==> config.mk <==
export PLATFORM = sky130hd
export DESIGN_NAME = dual_buf_seq_addr
export DESIGN_NICKNAME = d
export VERILOG_FILES = /design/src/rtl/dbsq_pkg.sv /design/src/rtl/dbsq_ctrl.sv /design/src/rtl/dbsq_path.sv /design/src/rtl/dual_buf_seq_addr.sv
export SDC_FILE = /design/constraint.sdc
export NUM_CORES = 1
export LEC_CHECK = 0
export ABC_AREA = 0
export BUFFER_PORTS_ARGS = -buffer_cell sky130_fd_sc_hd__buf_4
export CAP_MARGIN = 20
export CELL_PAD_IN_SITES_DETAIL_PLACEMENT = 2
export CELL_PAD_IN_SITES_GLOBAL_PLACEMENT = 2
export CORE_ASPECT_RATIO = 1.5
export CORE_MARGIN = 2
export CORE_UTILIZATION = 41
export CTS_BUF_LIST = sky130_fd_sc_hd__clkbuf_4 sky130_fd_sc_hd__clkbuf_8 sky130_fd_sc_hd__clkbuf_16
export DETAILED_ROUTE_END_ITERATION = 6
export PLACE_DENSITY = 0.84
export RECOVER_POWER = 25
export REMOVE_ABC_BUFFERS = 1
export SLEW_MARGIN = 20
export SYNTH_ARGS = -nofsm -noshare
export SYNTH_HDL_FRONTEND = slang
export SYNTH_HIERARCHICAL = 1
export SYNTH_SLANG_ARGS = --single-unit
==> constraint.sdc <==
create_clock -name clk -period 6.2 [get_ports clk]
set_input_delay 0.31 -clock clk [delete_from_list [all_inputs] [get_ports clk]]
set_output_delay 0.31 -clock clk [all_outputs]
set_load 0.03 [all_outputs]
==> src/rtl/dbsq_pkg.sv <==
package dbsq_pkg;
  parameter int ADDR_W = 12;
  parameter int DATA_W = 16;
  parameter int NBUF   = 2;

  localparam logic [2:0] CODE_FIRST1 = 3'b000;
  localparam logic [2:0] CODE_LAST1  = 3'b001;
  localparam logic [2:0] CODE_FIRST2 = 3'b010;
  localparam logic [2:0] CODE_LAST2  = 3'b011;
  localparam logic [2:0] CODE_FLOW   = 3'b100;
  localparam logic [2:0] CODE_FLAG   = 3'b101;

  // strobes from control to datapath
  typedef struct packed {
    logic            adv;
    logic            load;
    logic [NBUF-1:0] clr;
  } strobe_t;
endpackage

==> src/rtl/dbsq_ctrl.sv <==
module dbsq_ctrl
  import dbsq_pkg::*;
#(
  parameter int AW = ADDR_W,
  parameter int DW = DATA_W
) (
  input  logic                     clk,
  input  logic                     rstN,
  input  logic                     cmdSel,
  input  logic                     cmdWr,
  input  logic [AW-1:0]            cmdAddr,
  input  logic [DW-1:0]            cmdWdata,
  input  logic                     seqAdv,
  input  logic                     seqLoad,
  input  logic [NBUF-1:0]          flagN,
  output logic [DW-1:0]            cmdRdata,
  output strobe_t                  strb,
  output logic [NBUF-1:0][AW-1:0]  bufFirst,
  output logic [NBUF-1:0][AW-1:0]  bufLast,
  output logic [NBUF-1:0]          stopMode
);
  localparam int PADW = DW - AW;
  localparam int FPAD = DW - NBUF;

  logic [2:0] code;
  logic       wrEn;
  logic       rdEn;

  assign code = cmdAddr[2:0];
  assign wrEn = cmdSel && cmdWr;
  assign rdEn = cmdSel && !cmdWr;

  genvar b;
  generate
    for (b = 0; b < NBUF; b++) begin : g_buf
      localparam logic [2:0]    FCODE = 3'(2 * b);
      localparam logic [2:0]    LCODE = 3'(2 * b + 1);
      localparam logic [AW-1:0] FRST  = (b == 0) ? '0 : '1;
      localparam logic [AW-1:0] LRST  = (b == 0) ? '1 : '0;
      always_ff @(posedge clk or negedge rstN) begin
        if (!rstN) begin
          bufFirst[b] <= FRST;
          bufLast[b]  <= LRST;
        end else if (wrEn) begin
          if (code == FCODE) bufFirst[b] <= cmdWdata[AW-1:0];
          if (code == LCODE) bufLast[b]  <= cmdWdata[AW-1:0];
        end
      end
    end
  endgenerate

  always_ff @(posedge clk or negedge rstN) begin
    if (!rstN) begin
      stopMode <= '0;
    end else if (wrEn && code == CODE_FLOW) begin
      stopMode <= cmdWdata[NBUF-1:0];
    end
  end

  always_comb begin
    strb.adv  = seqAdv;
    strb.load = seqLoad;
    strb.clr  = (wrEn && code == CODE_FLAG) ? cmdWdata[NBUF-1:0] : '0;
  end

  always_comb begin
    cmdRdata = '0;
    if (rdEn) begin
      case (code)
        CODE_FIRST1: cmdRdata = {{PADW{1'b0}}, bufFirst[0]};
        CODE_LAST1:  cmdRdata = {{PADW{1'b0}}, bufLast[0]};
        CODE_FIRST2: cmdRdata = {{PADW{1'b0}}, bufFirst[1]};
        CODE_LAST2:  cmdRdata = {{PADW{1'b0}}, bufLast[1]};
        CODE_FLOW:   cmdRdata = {{FPAD{1'b0}}, stopMode};
        CODE_FLAG:   cmdRdata = {{FPAD{1'b0}}, flagN};
        default:     cmdRdata = '0;
      endcase
    end
  end


  rsv_write_chk: assert property (@(posedge clk) disable iff (!rstN)
    (cmdSel && cmdWr && cmdAddr[2:1] == 2'b11)
      |=> ($stable(bufFirst) && $stable(bufLast) && $stable(stopMode)));


  no_read_idle_chk: assert property (@(posedge clk) disable iff (!rstN)
    !cmdSel |-> (cmdRdata == '0));
endmodule

==> src/rtl/dbsq_path.sv <==
module dbsq_path
  import dbsq_pkg::*;
#(
  parameter int AW = ADDR_W
) (
  input  logic                     clk,
  input  logic                     rstN,
  input  strobe_t                  strb,
  input  logic [NBUF-1:0][AW-1:0]  bufFirst,
  input  logic [NBUF-1:0][AW-1:0]  bufLast,
  input  logic [NBUF-1:0]          stopMode,
  input  logic [AW-1:0]            loadAddr,
  output logic [AW-1:0]            ptr,
  output logic [NBUF-1:0]          flagN
);
  logic            act;
  logic            actNxt;
  logic            other;
  logic [AW-1:0]   ptrNxt;
  logic [NBUF-1:0] flagNxt;
  logic [NBUF-1:0] bufValid;
  logic [NBUF-1:0] inRange;
  logic            atEnd;
  logic            hitEnd;

  genvar b;
  generate
    for (b = 0; b < NBUF; b++) begin : g_rng
      assign bufValid[b] = bufFirst[b] <= bufLast[b];
      assign inRange[b]  = bufValid[b] && (loadAddr >= bufFirst[b])
                           && (loadAddr <= bufLast[b]);
    end
  endgenerate

  assign other  = ~act;
  assign atEnd  = (ptr == bufLast[act]);
  assign hitEnd = strb.adv && !strb.load && atEnd;

  always_comb begin
    ptrNxt  = ptr;
    actNxt  = act;
    flagNxt = flagN | strb.clr;
    if (strb.load) begin
      ptrNxt = loadAddr;
      if (inRange[0])      actNxt = 1'b0;
      else if (inRange[1]) actNxt = 1'b1;
    end else if (strb.adv) begin
      if (atEnd) begin
        flagNxt[act] = 1'b0;
        if (!stopMode[act]) begin
          if (bufValid[other]) begin
            ptrNxt = bufFirst[other];
            actNxt = other;
          end else begin
            ptrNxt = bufFirst[act];
          end
        end
      end else begin
        ptrNxt = ptr + 1'b1;
      end
    end
  end

  always_ff @(posedge clk or negedge rstN) begin
    if (!rstN) begin
      ptr   <= '0;
      act   <= 1'b0;
      flagN <= '1;
    end else begin
      ptr   <= ptrNxt;
      act   <= actNxt;
      flagN <= flagNxt;
    end
  end


  idle_hold_chk: assert property (@(posedge clk) disable iff (!rstN)
    (!strb.adv && !strb.load) |=> $stable(ptr));


  step_chk: assert property (@(posedge clk) disable iff (!rstN)
    (strb.adv && !strb.load && !atEnd) |=> (ptr == AW'($past(ptr) + 1'b1)));


  flag_set_chk: assert property (@(posedge clk) disable iff (!rstN)
    hitEnd |=> !flagN[$past(act)]);


  stop_hold_chk: assert property (@(posedge clk) disable iff (!rstN)
    (hitEnd && stopMode[act]) |=> $stable(ptr));


  load_take_chk: assert property (@(posedge clk) disable iff (!rstN)
    strb.load |=> (ptr == $past(loadAddr)));

  generate
    for (b = 0; b < NBUF; b++) begin : g_clr_chk

      flag_clear_chk: assert property (@(posedge clk) disable iff (!rstN)
        (strb.clr[b] && !(hitEnd && act == 1'(b))) |=> flagN[b]);
    end
  endgenerate
endmodule

==> src/rtl/dual_buf_seq_addr.sv <==
module dual_buf_seq_addr
  import dbsq_pkg::*;
#(
  parameter int AW = ADDR_W,
  parameter int DW = DATA_W
) (
  input  logic          clk,
  input  logic          rstN,
  input  logic          cmdSel,
  input  logic          cmdWr,
  input  logic [AW-1:0] cmdAddr,
  input  logic [DW-1:0] cmdWdata,
  output logic [DW-1:0] cmdRdata,
  input  logic          seqAdv,
  input  logic          seqLoad,
  input  logic [AW-1:0] seqLoadAddr,
  output logic [AW-1:0] ptr,
  output logic [1:0]    eobN
);
  strobe_t                 strb;
  logic [NBUF-1:0][AW-1:0] bufFirst;
  logic [NBUF-1:0][AW-1:0] bufLast;
  logic [NBUF-1:0]         stopMode;
  logic [NBUF-1:0]         flagN;

  dbsq_ctrl #(.AW(AW), .DW(DW)) u_ctrl (
    .clk(clk), .rstN(rstN), .cmdSel(cmdSel), .cmdWr(cmdWr),
    .cmdAddr(cmdAddr), .cmdWdata(cmdWdata), .seqAdv(seqAdv),
    .seqLoad(seqLoad), .flagN(flagN), .cmdRdata(cmdRdata), .strb(strb),
    .bufFirst(bufFirst), .bufLast(bufLast), .stopMode(stopMode)
  );

  dbsq_path #(.AW(AW)) u_path (
    .clk(clk), .rstN(rstN), .strb(strb), .bufFirst(bufFirst),
    .bufLast(bufLast), .stopMode(stopMode), .loadAddr(seqLoadAddr),
    .ptr(ptr), .flagN(flagN)
  );

  assign eobN = flagN;
endmodule

==> flow_metrics.py <==
metrics = {
    "routing": {
        "drc": 0,
        "drt-wirelength-per-cell_um": 28.70,
        "vias": 5058,
        "via_per_inst": 6.452,
        "drt-initial-drc-count": 234,
        "drt_wl_total_mm": 22.50,
        "dr.pass1.iters": 4,
        "antenna_left": 0,
    },
    "pwr": {
        "p_switching_uw": 928.9,
        "ir_worst_vdd_mv": 0.1401,
        "p_comb_frac": 0.419,
        "p_per_area_nw_per_um2": 349.6,
        "switching_share": 0.4051,
        "p_leak_nw": 3.019,
        "seq_power_share": 0.310,
        "clkPwrFrac": 0.272,
        "p_int_mw": 1.364,
    },
    "clocking": {
        "cts_tree": "built",
        "htreeDepth": 3,
        "post_cts_resized": 0,
        "hold_buffers": 0,
        "post_cts_buffers": 0,
        "cts_buffer_depth": 2,
        "insertion_delay_ns": 0.34,
        "root_buffer": "clkbuf_16",
        "path_clk_slew_ns": 0.06,
        "numCtsBuffers": 9,
        "cts_sinks": 65,
    },
    "worst_setup_path": {
        "cp_top_family": "simple AND/OR/NAND/NOR gates",
        "crit_buf_inv": 0,
        "critical_path_class": "reg2reg",
        "cp_common_cell": "and3_1",
        "worstReg2RegEnd": "u_path/ptr[3]",
        "end_kind": "flop",
        "reg2reg_depth": 6,
        "critPathSlowestCell": "dfrtp_1",
        "cp.depth": 6,
        "crit_arrival_ns": 4.06,
        "slowest_delay_ns": 1.09,
        "crit_path_start_kind": "flop",
        "r2r_slack_ns": 2.32,
        "critical_path.cell_chain": "mux2i_1 > xnor2_1 > nor4_1 > and3_1 > and3_1 > a2111oi_1",
        "path_max_fanout": 18,
        "crit_required_ns": 6.38,
        "reg2reg_from": "u_path/act",
    },
    "global_routing": {
        "grt_max_degree": 66,
        "grt_pass1_wl_mm": 33.93,
        "grt_usage": 0.3038,
        "antenna_found_initial": 0,
        "grt_pass1_vias": 5698,
        "overflow": 0,
    },
    "logic_synthesis": {
        "synthTopCellsByArea": "dfrtp_1, ha_1, dfstp_2",
        "synth_cell_type_count": 68,
        "synth_flop_cell": "dfrtp_1",
        "seq_area_frac_synth": 0.2888,
        "synth-edff-count": 0,
        "postSynth.asyncResetShare": 1.000,
        "syn-cell-area_sq_um": 5746,
        "yosys.area.top_type_share": 0.1699,
        "ys_ff_latch": 65,
        "syn_inst": 569,
        "avgSynthCellArea_sq_um": 10.10,
        "ys_warn_count": 6,
        "yosys.area.top_type": "dfrtp_1",
    },
    "run": {
        "drv_cap": 1,
    },
    "outcome": {
        "violations": "capacitance limit, slew limit",
        "status": "finished with violations",
    },
    "finish": {
        "fin_util": 0.4732,
        "diodes": 0,
        "multi_input_area_sq_um": 3701,
        "finalNetCount": 733,
        "synthToLayoutAreaGrowth_pct": 14.16,
        "seq_area_sq_um": 1659,
        "drive_gt1_frac": 0.2439,
        "final.fill_count": 1446,
        "post_layout_nonfiller_instances": 784,
    },
    "sta": {
        "tns_ns": 0,
        "setup_viol_count_final": 0,
        "grt_setup_unrepaired": "false",
        "hold_viol_final": 0,
        "fin_skew_ns": 0.007177,
        "setup_ws_ns": 2.322,
        "post-route-min-period_ns": 3.878,
        "maxSlewViolCount": 66,
        "max_freq_ghz": 0.2579,
        "finalCritPeriodShare": 0.6254,
        "worstMarginPinSlew_ns": 3.886,
        "slew_headroom": -1.590,
    },
    "floorplan": {
        "io_pins": 76,
        "fp.dieH_um": 149.0,
        "rows": 53,
        "die_x_um": 100.7,
        "core_area_sq_um": 13860,
        "dieArea_sq_um": 15000,
        "initial_core_util": 0.4146,
    },
    "hold_path": {
        "worstHoldStart": "cmdWdata[4]",
        "min_to": "u_ctrl/bufFirst[4]",
        "min_path_type": "in2reg",
        "hold_depth": 2,
    },
    "placed_design": {
        "portBuffers": 58,
        "gp_congestion": 0.9300,
        "hpwl_mm": 15.54,
        "place_inst": 768,
        "place_ws_ns": 2.627,
    },
}
-- worst max path at each step --
stage / startpoint / endpoint / slack, ns
2_1_floorplan: u_ctrl/bufFirst[13] / u_path/ptr[2] / 3.55
3_3_place_gp: u_path/act / u_path/ptr[2] / 2.81
3_5_place_dp: u_path/act / u_path/ptr[2] / 2.63
4_1_cts: u_path/act / u_path/ptr[8] / 2.59
5_1_grt: rstN / u_ctrl/bufFirst[6] / 2.15
6_report: u_path/act / u_path/ptr[3] / 2.32
-- cell families after synthesis --
logic type,synth area share
buf+inv,0.07099
compound gates,0.1500
mux,0.1971
other cells,0.0006527
simple gates,0.1152
xor+xnor,0.01829
fa+ha+maj,0.1590
flops,0.2888
-- power groups by stage --
stage / combinational, mW / clock, mW / sequential (mW)
floorplan: 0.590 / 0 / 0.667
finish: 0.960 / 0.623 / 0.710
global placement: 0.830 / 0 / 0.702
global route: 1.03 / 0.649 / 0.727
detailed placement: 0.895 / 0 / 0.713
CTS: 0.931 / 0.639 / 0.710
-- cell usage in the layout (no fill, tap or decap), types with 3 or more instances in the layout --
master,instances
conb_1,4
inv_1,54
xnor2_1,12
nor2b_1,5
o21a_1,3
ha_1,73
a211oi_1,5
o211ai_1,3
a21boi_0,5
a21oi_1,35
and3_1,8
o21ai_0,12
nor4_1,7
mux2_4,20
nand2_1,8
and2_1,3
dfstp_2,26
nand3_1,19
dfrtp_1,39
a211o_1,6
o22a_1,9
mux2i_1,46
nand2b_1,9
buf_4,57
bufinv_16,3
nand4_1,14
mux2_1,13
a21o_1,14
o221ai_1,4
mux2_2,18
clkbuf_16,9
nor2_1,30
-- final cells by class --
class	instances	area share
clock buffers	10	0.03644
flip-flops and latches	65	0.2530
multi-input cells	425	0.5643
clock inverters	6	0.01755
inverters	55	0.03148
well taps	165	0.03148
repair buffers	58	0.06581
-- flip-flops by register name, summed over array words and instances (netlist names) --
signal	cells
u_ctrl/bufFirst	24
u_ctrl/bufLast	24
u_path/ptr	12
u_ctrl/stopMode	2
u_path/flagN	2
u_path/act	1
-- Yosys cell counts, types with 5 or more instances --
master and n:
a21o_1 14, buf_4 10, nor4_1 7, nand4_1 14, buf_6 6, o22a_1 9
mux2i_1 46, buf_2 5, dfrtp_1 39, mux2_2 18, a21oi_1 35, nor2b_1 5
inv_1 54, xnor2_1 12, a21boi_0 5, a211oi_1 5, mux2_1 13, a211o_1 6
nand3_1 19, and3_1 8, nand2b_1 9, ha_1 73, nand2_1 8, dfstp_2 26
nor2_1 30, o21ai_0 12, mux2_4 20
-- per-stage QoR --
stage	instance area [sq um]	hold slack, ns	power (mW)
after floorplan	5555	0.01441	1.257
after global placement	6197	0.4674	1.532
after detailed placement	6197	0.4988	1.608
after CTS	6551	0.1242	2.280
after global routing	6559	0.2141	2.403
final	6559	0.2202	2.293
-- layer usage --
layer / routed length [um] / global-route usage / share of wire
met1: 8432 / 0.3357 / 0.37
met2: 11840 / 0.5400 / 0.53
met3: 866 / 0.04264 / 0.038
met4: 1362 / 0.1856 / 0.061
met5: 0 / 0 / 0
No activity file was read; power rests on OpenSTA's default activity.
